$ cat src/rtl/stall_pkg.sv
package stall_pkg;

  typedef enum logic [1:0] {
    CNT_CLEAR = 2'd0,
    CNT_HOLD  = 2'd1,
    CNT_STEP  = 2'd2
  } cnt_action_e;

  function automatic cnt_action_e pick_action(
    input logic clear_req,
    input logic freeze_req,
    input logic step_req
  );
    if (clear_req)       return CNT_CLEAR;
    else if (freeze_req) return CNT_HOLD;
    else if (step_req)   return CNT_STEP;
    else                 return CNT_HOLD;
  endfunction

endpackage

$ cat src/rtl/stall_hall_watch.sv
module stall_hall_watch #(
  parameter int NUM_HALL    = 3,
  parameter int SYNC_STAGES = 2
) (
  input  logic                clk,
  input  logic                rst,
  input  logic [NUM_HALL-1:0] hall_raw,
  output logic                hall_chg
);
  localparam int LAST = SYNC_STAGES - 1;

  logic [NUM_HALL-1:0] pipe [SYNC_STAGES];
  logic [NUM_HALL-1:0] prev_q;

  for (genvar s = 0; s < SYNC_STAGES; s++) begin : g_sync
    if (s == 0) begin : g_first
      always_ff @(posedge clk) begin
        if (rst) pipe[s] <= '0;
        else     pipe[s] <= hall_raw;
      end
    end else begin : g_next
      always_ff @(posedge clk) begin
        if (rst) pipe[s] <= '0;
        else     pipe[s] <= pipe[s-1];
      end
    end
  end

  always_ff @(posedge clk) begin
    if (rst) prev_q <= '0;
    else     prev_q <= pipe[LAST];
  end

  assign hall_chg = |(pipe[LAST] ^ prev_q);

endmodule

$ cat src/rtl/stall_timer.sv
module stall_timer
  import stall_pkg::*;
#(
  parameter int CNT_W = 16
) (
  input  logic             clk,
  input  logic             rst,
  input  logic             power_save,
  input  logic             hall_chg,
  input  logic             thermal_hold,
  input  logic             drive_en,
  input  logic             tick_en,
  input  logic [CNT_W-1:0] limit,
  output logic [CNT_W-1:0] cnt,
  output logic             stall
);
  localparam logic [CNT_W-1:0] ONE = {{(CNT_W-1){1'b0}}, 1'b1};

  cnt_action_e act;
  logic        armed;
  logic        at_limit;

  assign armed    = (limit != '0);
  assign at_limit = armed && (cnt >= limit);

  always_comb begin
    act = pick_action(power_save || hall_chg,
                      thermal_hold || !armed || at_limit,
                      drive_en && tick_en);
  end

  always_ff @(posedge clk) begin
    if (rst) begin
      cnt <= '0;
    end else begin
      unique case (act)
        CNT_CLEAR: cnt <= '0;
        CNT_STEP:  cnt <= cnt + ONE;
        default:   cnt <= cnt;
      endcase
    end
  end

  always_ff @(posedge clk) begin
    if (rst || power_save) stall <= 1'b0;
    else if (at_limit)     stall <= 1'b1;
  end

endmodule

$ cat src/rtl/stall_gate_mask.sv
module stall_gate_mask #(
  parameter int NUM_PH = 3
) (
  input  logic              clk,
  input  logic              rst,
  input  logic              stall,
  input  logic [NUM_PH-1:0] hi_in,
  input  logic [NUM_PH-1:0] lo_in,
  output logic [NUM_PH-1:0] hi_out,
  output logic [NUM_PH-1:0] lo_out
);
  for (genvar p = 0; p < NUM_PH; p++) begin : g_phase
    always_ff @(posedge clk) begin
      if (rst) begin
        hi_out[p] <= 1'b0;
        lo_out[p] <= 1'b0;
      end else begin
        hi_out[p] <= hi_in[p] & ~stall;
        lo_out[p] <= lo_in[p];
      end
    end
  end
endmodule

$ cat src/rtl/rotor_stall_guard.sv
module rotor_stall_guard #(
  parameter int NUM_HALL    = 3,
  parameter int NUM_PH      = 3,
  parameter int SYNC_STAGES = 2,
  parameter int CNT_W       = 16
) (
  input  logic                clk,
  input  logic                rst,
  input  logic [NUM_HALL-1:0] hall_in,
  input  logic                drive_en,
  input  logic                power_save,
  input  logic                thermal_hold,
  input  logic                tick_en,
  input  logic [CNT_W-1:0]    timeout_limit,
  input  logic [NUM_PH-1:0]   gate_hi_in,
  input  logic [NUM_PH-1:0]   gate_lo_in,
  output logic [NUM_PH-1:0]   gate_hi_out,
  output logic [NUM_PH-1:0]   gate_lo_out,
  output logic                stall_flag
);
  logic             hall_chg;
  logic [CNT_W-1:0] elapsed;
  logic             stall;

  stall_hall_watch #(
    .NUM_HALL    (NUM_HALL),
    .SYNC_STAGES (SYNC_STAGES)
  ) u_watch (
    .clk      (clk),
    .rst      (rst),
    .hall_raw (hall_in),
    .hall_chg (hall_chg)
  );

  stall_timer #(
    .CNT_W (CNT_W)
  ) u_timer (
    .clk          (clk),
    .rst          (rst),
    .power_save   (power_save),
    .hall_chg     (hall_chg),
    .thermal_hold (thermal_hold),
    .drive_en     (drive_en),
    .tick_en      (tick_en),
    .limit        (timeout_limit),
    .cnt          (elapsed),
    .stall        (stall)
  );

  stall_gate_mask #(
    .NUM_PH (NUM_PH)
  ) u_mask (
    .clk    (clk),
    .rst    (rst),
    .stall  (stall),
    .hi_in  (gate_hi_in),
    .lo_in  (gate_lo_in),
    .hi_out (gate_hi_out),
    .lo_out (gate_lo_out)
  );

  assign stall_flag = stall;

endmodule

$ cat config.mk
export PLATFORM = sky130hd
export DESIGN_NAME = rotor_stall_guard
export DESIGN_NICKNAME = d
export VERILOG_FILES = /design/src/rtl/stall_pkg.sv /design/src/rtl/stall_hall_watch.sv /design/src/rtl/stall_timer.sv /design/src/rtl/stall_gate_mask.sv /design/src/rtl/rotor_stall_guard.sv
export SDC_FILE = /design/constraint.sdc
export NUM_CORES = 1
export LEC_CHECK = 0
export ABC_AREA = 1
export CAP_MARGIN = 25
export CORE_UTILIZATION = 25
export CTS_BUF_LIST = sky130_fd_sc_hd__clkbuf_8
export CTS_CLUSTER_SIZE = 8
export DETAILED_ROUTE_END_ITERATION = 8
export GPL_TIMING_DRIVEN = 0
export PLACE_DENSITY = 0.51
export SLEW_MARGIN = 0
export SYNTH_ARGS = -nofsm -noshare
export SYNTH_HDL_FRONTEND = slang
export SYNTH_SLANG_ARGS = --single-unit
$ cat constraint.sdc
create_clock -name clk -period 5.2 [get_ports clk]
set_clock_uncertainty 0.05 [all_clocks]
set_input_delay 1.56 -clock clk [delete_from_list [all_inputs] [get_ports clk]]
set_output_delay 1.56 -clock clk [all_outputs]
set_load 0.005 [all_outputs]
[Yosys cells after proc, flatten, opt, wreduce, memory -nomap -nowiden]
Memories as Yosys holds them, arrays and structs flattened.
Index checks and enable logic that the tools add are counted.
Word-level totals
  register bits after elaboration: 26
  bits in writable memories: 6
  bits of input ports: 31
  output and inout bits: 7
  word-level logic and storage cells: 40
  memories kept: 1
Operators by class
  $add $sub $neg: 1
  $lt $le $gt $ge: 1
  eq/ne operators: 1
  multiplexer cells: 9
  bitwise gates (word level): 7
  reductions and logical operators: 11
Memories
  u_watch.pipe: words 2, bits a word 3, read ports 2, clocked after memory_dff 0, write ports 2, line stall_hall_watch.sv:12  | logic [NUM_HALL-1:0] pipe [SYNC_STAGES];
Operators by type and width (number)
  $pmux 16 s2: 1
  $add 16x1->16 const B: 1
  $ge 16x16->1: 1
  $reduce_bool 16->1: 1
  $mux 2: 3
  $mux 3: 2
  $logic_or 1x1->1: 4
  $and 1x1->1: 3
  $mux 1: 3
  $reduce_or 3->1: 1
  $xor 3x3->3: 1
  $eq 2x2->1 const B: 1
  $logic_and 1x1->1: 2
  $logic_not 2->1: 1
  $or 1x1->1: 2
  $reduce_bool 2->1: 1
  $logic_not 1->1: 1
  $not 1->1: 1

[Depth between registers and ports, before layout]
  word-level depth: 8
  gate-level depth with buffers: 14
  gate-level depth less buffers: 14

[Hierarchy]
From an unflattened synthesis, not the netlist that was laid out.
Second synthesis, totals
  cells, all modules: 288
  area total of the unflattened synthesis: 1990.7 µm²
Modules (own cells, without submodules)
  stall_timer: times used 1, cells each 231, area each 1517.7 µm², seq. area each 340.3 µm²
  stall_hall_watch: times used 1, cells each 38, area each 302.8 µm², seq. area each 180.2 µm²
  stall_gate_mask: times used 1, cells each 19, area each 170.2 µm², seq. area each 120.1 µm²

[Least setup slack after synthesis]
Ideal clock, no wire load.
  path type: in2reg
  start point: input timeout_limit[15]
  end point: register u_timer.cnt[10]
  setup time: 116 ps
  arrival time: 2827 ps
  data required time: 5034 ps
  slack: 2207 ps
  cell stages on the path: 11
  buffers on the path: 1
  path through: inv_1 ha_1 nand2_2 inv_1 nand2_1 nand2_2 a21oi_4 nand3_4 buf_6 nor3b_2 nor2_1
Between the ends
  word-level cells in the longest chain between the ends: 8
  elaborated cells on any way between the ends: 12
  those cells by class: order compare: 1; eq/ne: 1; mux: 3; reduce/logical: 7
RTL lines
  from (decl): line rotor_stall_guard.sv:14  | input logic [CNT_W-1:0] timeout_limit,
  branches (longest 3 deep; another with $ge 16x16->1)
  $logic_or 1x1->1 (*): line stall_timer.sv:28  | thermal_hold || !armed || at_limit,
  $mux 2 (*): line stall_pkg.sv:15  | else if (freeze_req) return CNT_HOLD;
  $mux 2 (*): line stall_pkg.sv:14  | if (clear_req) return CNT_CLEAR;
  $eq 2x2->1 or $logic_not 2->1 (tied branches): line stall_timer.sv:36  | unique case (act)
  $pmux 16 s2 or $reduce_bool 2->1 (tied branches)
  to (signal assigned): line stall_timer.sv:38  | CNT_STEP: cnt <= cnt + ONE;
  to (signal assigned): line stall_timer.sv:39  | default: cnt <= cnt;
  to (decl): line stall_timer.sv:14  | output logic [CNT_W-1:0] cnt,
Every way passes the cells marked *.
A chain may end at the register's enable or synchronous reset.

[Worst setup path after layout]
  start point: input timeout_limit[13]
  end point: register u_timer.cnt[10]
The elaborated chain is that of the path after synthesis.

==> impl_metrics.ini <==
[worst_setup_path]
critPathKind = in -> reg
critPathRequiredTime_ns = 5.33
crit_path_end_kind = flop
crit_arrival_ns = 3.50
critPathMaxStageDelay_ns = 0.48
cpMaxStageDelayCell = clkdlybuf4s50_1
worst_setup_path_start_kind = primary input
critPathMaxFanout = 10
path_cells = clkdlybuf4s50_1 > inv_1 > ha_1 > a21o_1 > nand2_1 > nand2_2 > a21oi_4 > nand3_4 > buf_6 > nor3b_2 > nor2_1

[synth]
synth_seq_cells = 32
syn_area_mm2 = 0.00199
yosysSeqAreaShare = 0.322
yosys_warnings = 0
postSynthAreaPerCell_um2 = 7.08
synth_top_area_share = 0.322
synth_top_area_cell = dfxtp_1
synth.distinct_cells = 31
ys_top_cells_by_area = dfxtp_1 32%, ha_1 11%, inv_1 10%
synthesis.nets = 329
syn_inst = 281

[finish]
layout_commonest_cell = inv_1
final.fill_count = 822
drive_above_1_share = 0.0923
final_cell_mix = 53 x inv_1, 49 x nor2_1, 46 x nand2_1
area_delta_synth_final_pct = 30.1
antennaDiodeCount = 0
layout.nets = 372
final_util = 0.335
ff_latch_area_um2 = 641
multi_input_area_mm2 = 0.00112

[clocking]
post-cts-setup-buffers = 0
ctsResizeCount = 0
clock-sinks = 32
cts_buffers = 5
h-tree-depth = 2
cts.path.max_buffers = 2
ctsHoldBuffers = 0
cts-root-buf = clkbuf_8
clk_pin_slew_ns = 0.07
clk_latency_ns = 0.29
cts_tree = done

[route]
post-route-drc-count = 0
firstDrtPassIters = 4
drt_wl_total_um = 4310
first_iter_violations = 43
routedWlPerCell_um = 10.1
ant_nets = 0
num_vias = 1797
via_per_inst = 4.21

[global_route]
grt_pass1_vias = 1742
antenna_found_initial = 0
grt_pass1_wl_um = 7670
grt_max_degree = 12
grt-ovfl-total = 0
grt_use_total = 0.114

[timing]
min_period_ns = 3.37
setup_viol = 0
drv_slew = 0
relSlewSlack = 0.727
period_share = 0.647
max_slew.worst_pin.slew_ns = 0.409
finalHoldViolCount = 0
max_clock_freq_mhz = 297
setup_tns_ns = 0
rsz0062_at_grt = no

[power_and_ir_drop]
combPwrFrac = 0.115
seqPwrFrac = 0.450
p_int_w = 0.000427
peakVddDrop_mv = 0.136
p_sw_w = 0.000132
clock_power_share = 0.435
power_density_mw_per_mm2 = 216
sw_frac_of_total = 0.236
leakage_nw = 1.17

[worst_hold_path]
min_path_type = reg -> reg

[placed_design]
detailed_place_hpwl_um = 3450
gp_congestion = 0.791
io_buffers = 36

[floorplan]
core_area_mm2 = 0.00773
die-area_mm2 = 0.00831
die_w_um = 91.2
num_rows = 32
io_pins = 38
die_h_um = 91.2
initial_core_util = 0.257

[flow_run]
maxCapViolations = 0

[outcome]
status = completed
critical path, delay by kind of cell:
kind | cells | cell delay, ns
AO/OA/AOI/OAI | 2 | 0.41
buffers and inverters | 3 | 0.71
adder cells (fa/ha/maj) | 1 | 0.30
AND/OR/NAND/NOR | 5 | 0.51
cells by family after synthesis:
family          share of synthesized area
buf+inv                             0.115
xor+xnor                           0.0132
flops                               0.322
compound gates                     0.0900
fa+ha+maj                           0.107
simple gates                        0.352
per-layer routing:
metal | routed length (um) | share of wire | track usage | vias up
met5 | 0 | 0 | 0 | -
met4 | 34 | 0.0079 | 0.0238 | 0
li1 | - | - | - | 978
met2 | 2080 | 0.48 | 0.201 | 32
met1 | 2010 | 0.47 | 0.140 | 782
met3 | 182 | 0.042 | 0.0285 | 5
final cells by class:
class / instances / area share
inverter: 54 / 0.0783
buffer: 4 / 0.0102
multi-input combinational: 191 / 0.432
clock buffer: 5 / 0.0266
tap: 102 / 0.0493
clock inverter: 3 / 0.0164
sequential: 32 / 0.248
timing repair buffer: 36 / 0.139
per-stage QoR:
step | area [um2] | hold WS, ns | setup WS (ns) | std cells | total power (W)
after global routing | 2590 | 0.373 | 1.70 | 427 | 0.000588
after detailed placement | 2480 | 0.346 | 1.53 | 419 | 0.000323
after global placement | 2480 | 0.341 | 1.55 | 419 | 0.000322
after CTS | 2590 | 0.356 | 1.84 | 427 | 0.000567
final | 2590 | 0.354 | 1.83 | 427 | 0.000559
after floorplan | 1990 | 0.338 | 2.21 | 281 | 0.000288
power by group through the flow:
stage	Clock, W	Sequential (W)	Combinational (W)
after floorplan	0	0.000258	0.0000298
after global placement	0	0.000257	0.0000646
after detailed placement	0	0.000258	0.0000654
after CTS	0.000250	0.000252	0.0000657
after global routing	0.000263	0.000252	0.0000728
final	0.000243	0.000252	0.0000643
flip-flops by register name, summed over array words and instances, names as in the netlist:
register	count
u_watch.pipe	6
u_mask.lo_out	3
u_timer.cnt	16
u_mask.hi_out	3
u_timer.stall	1
u_watch.prev_q	3
cell usage after synthesis:
| cell | instances |
|---|---|
| buf_6 | 1 |
| nor2_1 | 49 |
| clkbuf_1 | 2 |
| o21ai_1 | 4 |
| buf_4 | 1 |
| nand2_4 | 1 |
| o21ai_2 | 1 |
| or2_1 | 2 |
| nand2_2 | 4 |
| nand4_2 | 1 |
| xor2_1 | 3 |
| nand2_1 | 46 |
| nor3_1 | 4 |
| a21o_1 | 1 |
| a21oi_4 | 1 |
| dfxtp_1 | 32 |
| ha_1 | 17 |
| inv_1 | 53 |
| nand3_1 | 15 |
| nand3_4 | 1 |
| o21a_1 | 1 |
| a21oi_1 | 11 |
| o21bai_1 | 5 |
| nor3_4 | 2 |
| nand4_1 | 13 |
| or2_2 | 1 |
| nor3_2 | 3 |
| inv_2 | 1 |
| nand3b_1 | 1 |
| nor3b_2 | 1 |
| a21oi_2 | 3 |
path summary, 6_finish.rpt:
| check | end | from | slack, ns | cells after the start |
|---|---|---|---|---|
| setup / recovery | u_timer.cnt[10] | timeout_limit[13] | 1.83 | 11 |
| hold / removal | u_watch.pipe[1][0] | u_watch.pipe[0][0] | 0.35 | 2 |
| setup reg to reg | u_timer.cnt[10] | u_timer.cnt[13] | 3.22 | 9 |
| hold reg to reg | u_watch.pipe[1][0] | u_watch.pipe[0][0] | 0.35 | 2 |
No activity file was read; power rests on OpenSTA's default activity.
